$ cat src/rtl/stopctl_pkg.sv
package stopctl_pkg;

    typedef enum logic [1:0] {
        PM_RUN    = 2'd0,
        PM_STOP   = 2'd1,
        PM_SETTLE = 2'd2,
        PM_RESUME = 2'd3
    } pm_state_t;

    typedef enum logic [1:0] {
        RC_NONE     = 2'd0,
        RC_RESUME   = 2'd1,
        RC_ACK_MASK = 2'd2,
        RC_ACK_NMI  = 2'd3
    } rc_t;

    localparam logic [1:0] SEL_MODE   = 2'd0;
    localparam logic [1:0] SEL_CTRL   = 2'd1;
    localparam logic [1:0] SEL_SETTLE = 2'd2;

    localparam int STOP_BIT  = 1;
    localparam int PSAVE_BIT = 0;

endpackage

$ cat src/rtl/stopctl_regs.sv
module stopctl_regs
    import stopctl_pkg::*;
#(
    parameter int WR_W = 8,
    parameter int CNT_W = 8,
    parameter logic [CNT_W-1:0] SETTLE_INIT = '1
) (
    input  logic             clk,
    input  logic             rst_n,
    input  logic             sync_clr,
    input  logic             wr_en,
    input  logic [1:0]       wr_sel,
    input  logic [WR_W-1:0]  wr_data,
    output logic             psave_q,
    output logic [CNT_W-1:0] settle_q,
    output logic             stop_req
);

    // stop request is a write strobe, not a stored bit
    assign stop_req = wr_en && (wr_sel == SEL_CTRL) && wr_data[STOP_BIT];

    always_ff @(posedge clk or negedge rst_n) begin
        if (!rst_n) begin
            psave_q  <= 1'b0;
            settle_q <= SETTLE_INIT;
        end else if (sync_clr) begin
            psave_q  <= 1'b0;
            settle_q <= SETTLE_INIT;
        end else if (wr_en) begin
            if (wr_sel == SEL_MODE)
                psave_q <= wr_data[PSAVE_BIT];
            if (wr_sel == SEL_SETTLE)
                settle_q <= wr_data[CNT_W-1:0];
        end
    end

endmodule

$ cat src/rtl/stopctl_wake.sv
module stopctl_wake
    import stopctl_pkg::*;
#(
    parameter int N_EXT = 7,
    parameter int N_PER = 4,
    parameter int PW = 3
) (
    input  logic                nmi,
    input  logic                wdt_irq,
    input  logic                on_subclk,
    input  logic [N_EXT-1:0]    ext_irq,
    input  logic [N_EXT-1:0]    ext_mask,
    input  logic [N_EXT*PW-1:0] ext_prio,
    input  logic [N_PER-1:0]    per_irq,
    input  logic [N_PER-1:0]    per_mask,
    input  logic [N_PER*PW-1:0] per_prio,
    input  logic                int_en,
    input  logic                in_isr,
    input  logic [PW-1:0]       isr_prio,
    output logic                wake,
    output rc_t                 verdict
);

    localparam int N_ALL = N_EXT + N_PER;

    logic [N_ALL-1:0]    live;
    logic [N_ALL*PW-1:0] prio_flat;
    logic [PW-1:0]       prio_arr [N_ALL];
    logic [PW-1:0]       best;
    logic                any_mask;
    logic                nmi_hit;

    assign live      = {per_irq & ~per_mask, ext_irq & ~ext_mask};
    assign prio_flat = {per_prio, ext_prio};

    genvar gi;
    generate
        for (gi = 0; gi < N_ALL; gi++) begin : g_slice
            assign prio_arr[gi] = prio_flat[gi*PW +: PW];
        end
    endgenerate

    // most urgent (numerically lowest) active priority
    always_comb begin
        best     = '1;
        any_mask = 1'b0;
        for (int i = 0; i < N_ALL; i++) begin
            if (live[i]) begin
                any_mask = 1'b1;
                if (prio_arr[i] < best)
                    best = prio_arr[i];
            end
        end
    end

    assign nmi_hit = nmi || (wdt_irq && on_subclk);
    assign wake    = nmi_hit || any_mask;

    always_comb begin
        if (nmi_hit)
            verdict = RC_ACK_NMI;
        else if (!any_mask)
            verdict = RC_NONE;
        else if (!int_en)
            verdict = RC_RESUME;
        else if (in_isr && !(best < isr_prio))
            verdict = RC_RESUME;
        else
            verdict = RC_ACK_MASK;
    end

endmodule

$ cat src/rtl/stopctl_settle.sv
module stopctl_settle #(
    parameter int CNT_W = 8
) (
    input  logic             clk,
    input  logic             rst_n,
    input  logic             sync_clr,
    input  logic             load,
    input  logic [CNT_W-1:0] load_val,
    input  logic             run,
    output logic             done
);

    logic [CNT_W-1:0] cnt_q;

    always_ff @(posedge clk or negedge rst_n) begin
        if (!rst_n)
            cnt_q <= '0;
        else if (sync_clr)
            cnt_q <= '0;
        else if (load)
            cnt_q <= load_val;
        else if (run && cnt_q != '0)
            cnt_q <= cnt_q - 1'b1;
    end

    assign done = (cnt_q == '0);

endmodule

$ cat src/rtl/stopctl_top.sv
module stopctl_top
    import stopctl_pkg::*;
#(
    parameter int N_EXT = 7,
    parameter int N_PER = 4,
    parameter int PW = 3,
    parameter int WR_W = 8,
    parameter int CNT_W = 8,
    parameter logic [CNT_W-1:0] SETTLE_INIT = 8'd15
) (
    input  logic                clk,
    input  logic                rst_n,
    input  logic                wdt_rst,
    input  logic                on_subclk,
    input  logic                wr_en,
    input  logic [1:0]          wr_sel,
    input  logic [WR_W-1:0]     wr_data,
    input  logic                nmi,
    input  logic                wdt_irq,
    input  logic [N_EXT-1:0]    ext_irq,
    input  logic [N_EXT-1:0]    ext_mask,
    input  logic [N_EXT*PW-1:0] ext_prio,
    input  logic [N_PER-1:0]    per_irq,
    input  logic [N_PER-1:0]    per_mask,
    input  logic [N_PER*PW-1:0] per_prio,
    input  logic                int_en,
    input  logic                in_isr,
    input  logic [PW-1:0]       isr_prio,
    output logic                cpu_clk_en,
    output logic                per_clk_en,
    output logic                osc_en,
    output logic                sub_clk_en,
    output logic [1:0]          result,
    output logic [1:0]          mode_o
);

    pm_state_t        state_q, state_d;
    rc_t              res_q, verdict;
    logic             wdt_clr;
    logic             psave_q, stop_req;
    logic [CNT_W-1:0] settle_q;
    logic             wake, done;
    logic             arm;

    assign wdt_clr = wdt_rst && on_subclk;
    assign arm     = (state_q == PM_STOP) && wake;

    stopctl_regs #(.WR_W(WR_W), .CNT_W(CNT_W), .SETTLE_INIT(SETTLE_INIT)) u_regs (
        .clk(clk), .rst_n(rst_n), .sync_clr(wdt_clr),
        .wr_en(wr_en), .wr_sel(wr_sel), .wr_data(wr_data),
        .psave_q(psave_q), .settle_q(settle_q), .stop_req(stop_req)
    );

    stopctl_wake #(.N_EXT(N_EXT), .N_PER(N_PER), .PW(PW)) u_wake (
        .nmi(nmi), .wdt_irq(wdt_irq), .on_subclk(on_subclk),
        .ext_irq(ext_irq), .ext_mask(ext_mask), .ext_prio(ext_prio),
        .per_irq(per_irq), .per_mask(per_mask), .per_prio(per_prio),
        .int_en(int_en), .in_isr(in_isr), .isr_prio(isr_prio),
        .wake(wake), .verdict(verdict)
    );

    stopctl_settle #(.CNT_W(CNT_W)) u_settle (
        .clk(clk), .rst_n(rst_n), .sync_clr(wdt_clr),
        .load(arm), .load_val(settle_q),
        .run(state_q == PM_SETTLE), .done(done)
    );

    // next-state logic
    always_comb begin
        state_d = state_q;
        unique case (state_q)
            PM_RUN:    if (stop_req && psave_q) state_d = PM_STOP;
            PM_STOP:   if (wake)                state_d = PM_SETTLE;
            PM_SETTLE: if (done)                state_d = PM_RESUME;
            PM_RESUME:                          state_d = PM_RUN;
            default:                            state_d = PM_RUN;
        endcase
    end

    // state register
    always_ff @(posedge clk or negedge rst_n) begin
        if (!rst_n)
            state_q <= PM_RUN;
        else if (wdt_clr)
            state_q <= PM_RUN;
        else
            state_q <= state_d;
    end

    // verdict captured on the wake edge
    always_ff @(posedge clk or negedge rst_n) begin
        if (!rst_n)
            res_q <= RC_NONE;
        else if (wdt_clr)
            res_q <= RC_NONE;
        else if (arm)
            res_q <= verdict;
    end

    // outputs
    always_comb begin
        sub_clk_en = 1'b1;
        mode_o     = state_q;
        result     = RC_NONE;
        cpu_clk_en = 1'b1;
        per_clk_en = 1'b1;
        osc_en     = 1'b1;
        unique case (state_q)
            PM_RUN: begin
            end
            PM_STOP: begin
                cpu_clk_en = 1'b0;
                per_clk_en = 1'b0;
                osc_en     = 1'b0;
            end
            PM_SETTLE: begin
                cpu_clk_en = 1'b0;
                per_clk_en = 1'b0;
            end
            PM_RESUME: begin
                result = res_q;
            end
            default: begin
            end
        endcase
    end

endmodule

$ cat config.mk
export PLATFORM = sky130hd
export DESIGN_NAME = stopctl_top
export DESIGN_NICKNAME = d
export VERILOG_FILES = /design/src/rtl/stopctl_pkg.sv /design/src/rtl/stopctl_regs.sv /design/src/rtl/stopctl_wake.sv /design/src/rtl/stopctl_settle.sv /design/src/rtl/stopctl_top.sv
export SDC_FILE = /design/constraint.sdc
export NUM_CORES = 1
export LEC_CHECK = 0
export ABC_CLOCK_PERIOD_IN_PS = 2250
export BUFFER_PORTS_ARGS = -buffer_cell sky130_fd_sc_hd__clkbuf_2
export CORE_AREA = 2 2 84 86
export CTS_BUF_LIST = sky130_fd_sc_hd__clkbuf_4
export CTS_CLUSTER_DIAMETER = 150
export DETAILED_ROUTE_END_ITERATION = 6
export DIE_AREA = 0 0 86 88
export PLACE_DENSITY_LB_ADDON = 0.15
export SLEW_MARGIN = 20
export SYNTH_ARGS = -nofsm -noshare
export SYNTH_HDL_FRONTEND = slang
export SYNTH_SLANG_ARGS = --single-unit
$ cat constraint.sdc
create_clock -name clk -period 2.25 [get_ports clk]
set_input_delay 0.45 -clock clk [delete_from_list [all_inputs] [get_ports clk]]
set_output_delay 0.45 -clock clk [all_outputs]
set_load 0.01 [all_outputs]
==> results.toml <==
[status]
run_status = "finished with violations"
failed_checks = "negative setup slack"

[power]
combinationalPowerShare = 0.691
p_leak_nw = 2.27
cell_internal_pwr_mw = 1.47
power_density_mw_per_mm2 = 579
irDropWorstVdd_mv = 0.494
share_seq_of_total_power = 0.235
switching_power_mw = 1.08
power.switching_fraction = 0.423
pwr-share-clk = 0.074

[logic_synthesis]
yosysSeqAreaShare = 0.205
number_of_instances_in_the_synthesized_netlist = 320
syn_area_sq_mm = 0.00259
postSynthAreaPerCell_sq_um = 8.11
ys_dominant_reg_cell = "sky130_fd_sc_hd__dfrtp_1"
ys_seq_elements = 21
ys_async_sr_fraction = 1.00
postSynthNetCount = 432
synth_edf_count = 0
yosysUniqueCellTypes = 69
yosysWarningCount = 0

[floorplanning]
dieWidth_um = 86
initial_utilization = 0.390
core_area_sq_mm = 0.00664
rows = 30
floorplan.io_pins = 85
die_area_sq_mm = 0.00757
die_height_um = 88

[clock_tree]
clk_pin_slew_worst_paths_ps = 120
count_of_hold_fix_buffers_inserted_at_cts = 0
cts.root.buffer_cell = "sky130_fd_sc_hd__clkbuf_4"
worstSkewPairLatency_ps = 310
htree_levels = 1
tritoncts_num_sinks = 21
tritoncts = "built"
numCtsBuffers = 3
cts_max_path_buffers = 2

[placed_design]
placedCellCount = 553
place_congestion = 0.843
io_buffer_count = 83
dp.final_hpwl_um = 6170

[worst_setup_path]
worst_setup_path_start_kind = "input port"
regToRegEndpoint = "u_settle.cnt_q[6]"
worst_setup_path_end_kind = "flop"
ff2ff_path_depth = 8
r2r_start = "u_settle.cnt_q[0]"
cpPeakStageDelay_ps = 520
critical_path_class = "input port to flop"
cp-startpoint = "ext_prio[2]"
required_ps = 2450
critical_path.max_fanout = 3
critPathSlowestCell = "sky130_fd_sc_hd__or4_4"
worst_ep_arrival_time_ps = 11240
setup.reg_to_reg.worst_slack_ps = 240
cpMostUsedCell = "sky130_fd_sc_hd__buf_4"

[sta]
worstMarginPinSlew_ps = 635
fin_worst_skew_ps = 4.65
rsz_0062_raised_after_global_routing = "true"
timing.final.max_slew_violations = 0
final.hold.worst_slack_ps = 79.8
min_period_ps = 11040
final_critical_path_setup_slack_ps = -8790
fin_crit_sh = 4.91
timing.final.hold_violations = 0
worst_relative_slew_slack = 0.576
final_setup_violation_count = 2
max_clock_freq_mhz = 90.6

[routing]
tritonroute_pass_1_iters = 4
wl_per_cell_um = 14.5
via_per_inst = 5.11
vias = 3094
drt_iter0_markers = 69
antenna_left = 0
finalWirelength_um = 8780
route.detailed.drc = 0

[cells_and_area]
postLayoutCoreUtil = 0.662
final_net_count = 638
mostFrequentLayoutCell = "sky130_fd_sc_hd__buf_4"
antenna-diode-count = 0
layout.filler_cells = 543
layout-drive-gt1-share = 0.539
finish.cell_count_without_fillers = 605
layout_common_cells = "sky130_fd_sc_hd__buf_4 (125), sky130_fd_sc_hd__clkbuf_2 (81), sky130_fd_sc_hd__nor2_1 (39)"
area_growth_pct = 69.7

[global_route]
gr-usage-all-layers = 0.223
grt_max_degree = 22
first_global_vias = 3005
grt_overflow = 0
grt_pass1_wl_um = 13800
antenna_violations_before_repair = 0

[flow_run]
timing.max_cap.violations = 0

[min_path]
hold_path_class = "input port to asynchronous set/reset pin"
==> through the flow <==
stage          TNS (ps)  setup WS (ps)  instance area (sq um)  power (mW)
2_1_floorplan    -17010          -8520                   2710        1.47
3_3_place_gp     -17170          -8590                   3770        1.98
3_5_place_dp     -17670          -8840                   3770        2.02
4_1_cts          -16540          -8280                   4180        2.36
5_1_grt          -18420          -9220                   4400        2.77
6_report         -17570          -8790                   4400        2.55
==> power groups by stage <==
stage / clock (mW) / sequential (mW) / combinational (mW)
after floorplan: 0 / 0.583 / 0.892
after CTS: 0.194 / 0.593 / 1.58
after detailed placement: 0 / 0.601 / 1.42
after global routing: 0.209 / 0.617 / 1.94
after global placement: 0 / 0.597 / 1.38
final: 0.188 / 0.599 / 1.76
==> Yosys cell counts, types with 4 or more instances <==
cell | number | area, sq um
sky130_fd_sc_hd__a211oi_1 | 10 | 75.1
sky130_fd_sc_hd__a21oi_1 | 11 | 55.1
sky130_fd_sc_hd__a31oi_1 | 4 | 25.0
sky130_fd_sc_hd__clkbuf_1 | 5 | 18.8
sky130_fd_sc_hd__dfrtp_1 | 17 | 425
sky130_fd_sc_hd__dfstp_2 | 4 | 105
sky130_fd_sc_hd__ha_1 | 35 | 438
sky130_fd_sc_hd__inv_1 | 32 | 120
sky130_fd_sc_hd__mux2_2 | 4 | 45.0
sky130_fd_sc_hd__mux2i_1 | 9 | 90.1
sky130_fd_sc_hd__mux2i_2 | 4 | 55.1
sky130_fd_sc_hd__nand2_1 | 22 | 82.6
sky130_fd_sc_hd__nand2b_1 | 9 | 56.3
sky130_fd_sc_hd__nand3_1 | 7 | 35.0
sky130_fd_sc_hd__nor2_1 | 42 | 158
sky130_fd_sc_hd__nor2b_1 | 6 | 37.5
sky130_fd_sc_hd__nor3b_1 | 4 | 30.0
sky130_fd_sc_hd__nor4_1 | 5 | 31.3
sky130_fd_sc_hd__o211ai_1 | 4 | 30.0
sky130_fd_sc_hd__o21ai_0 | 12 | 60.1
sky130_fd_sc_hd__xnor2_1 | 5 | 43.8
==> final cells by class <==
cell class	instances	area [sq um]	share of cell area
Timing Repair Buffer	208	1370	0.310
Tap cell	80	100	0.0227
Multi-Input combinational cell	260	2250	0.512
Clock buffer	3	22.5	0.00512
Clock inverter	1	7.51	0.00171
Inverter	32	120	0.0273
Sequential cell	21	531	0.121
==> worst max-delay path, delay by kind of cell <==
kind / cells / cell delay [ps]
compound gates: 20 / 3610
simple gates: 11 / 2310
fa+ha+maj: 9 / 1970
buf+inv: 16 / 1760
mux: 4 / 1100
==> repair_timing <==
action | CTS | global route
gates resized for setup | 21 | 25
pin swaps | 36 | 35
setup endpoints to repair | 2 | 3
setup buffers | 37 | 11
==> routing by layer <==
layer | GRT usage | vias to the layer above | wire [um]
li1 | - | 1564 | -
met1 | 0.281 | 1422 | 3850
met2 | 0.415 | 96 | 4320
met3 | 0.0245 | 12 | 448
met4 | 0.0346 | 0 | 163
met5 | 0 | - | 0
==> flip-flops by register name, summed over array words and instances, names as in the netlist <==
| name | flops |
|---|---|
| u_regs.settle_q | 8 |
| u_regs.psave_q | 1 |
| res_q | 2 |
| u_settle.cnt_q | 8 |
| mode_o | 2 |
==> kinds of logic after synthesis <==
logic type	after synthesis	share of synthesized area
compound gates	76	0.214
xor+xnor	6	0.0203
fa+ha+maj	35	0.169
buf+inv	39	0.0593
flops	21	0.205
mux	18	0.0820
other cells	1	0.00145
simple gates	124	0.250
==> how the worst max path moves through the flow <==
stage	depth (start not counted)	slack (ps)	end
4_1_cts	58	-8280	res_q[1]
3_3_place_gp	59	-8590	res_q[1]
2_1_floorplan	56	-8520	res_q[1]
5_1_grt	61	-9220	res_q[1]
3_5_place_dp	59	-8840	res_q[1]
6_report	60	-8790	res_q[0]
No activity file was read; power rests on OpenSTA's default activity.
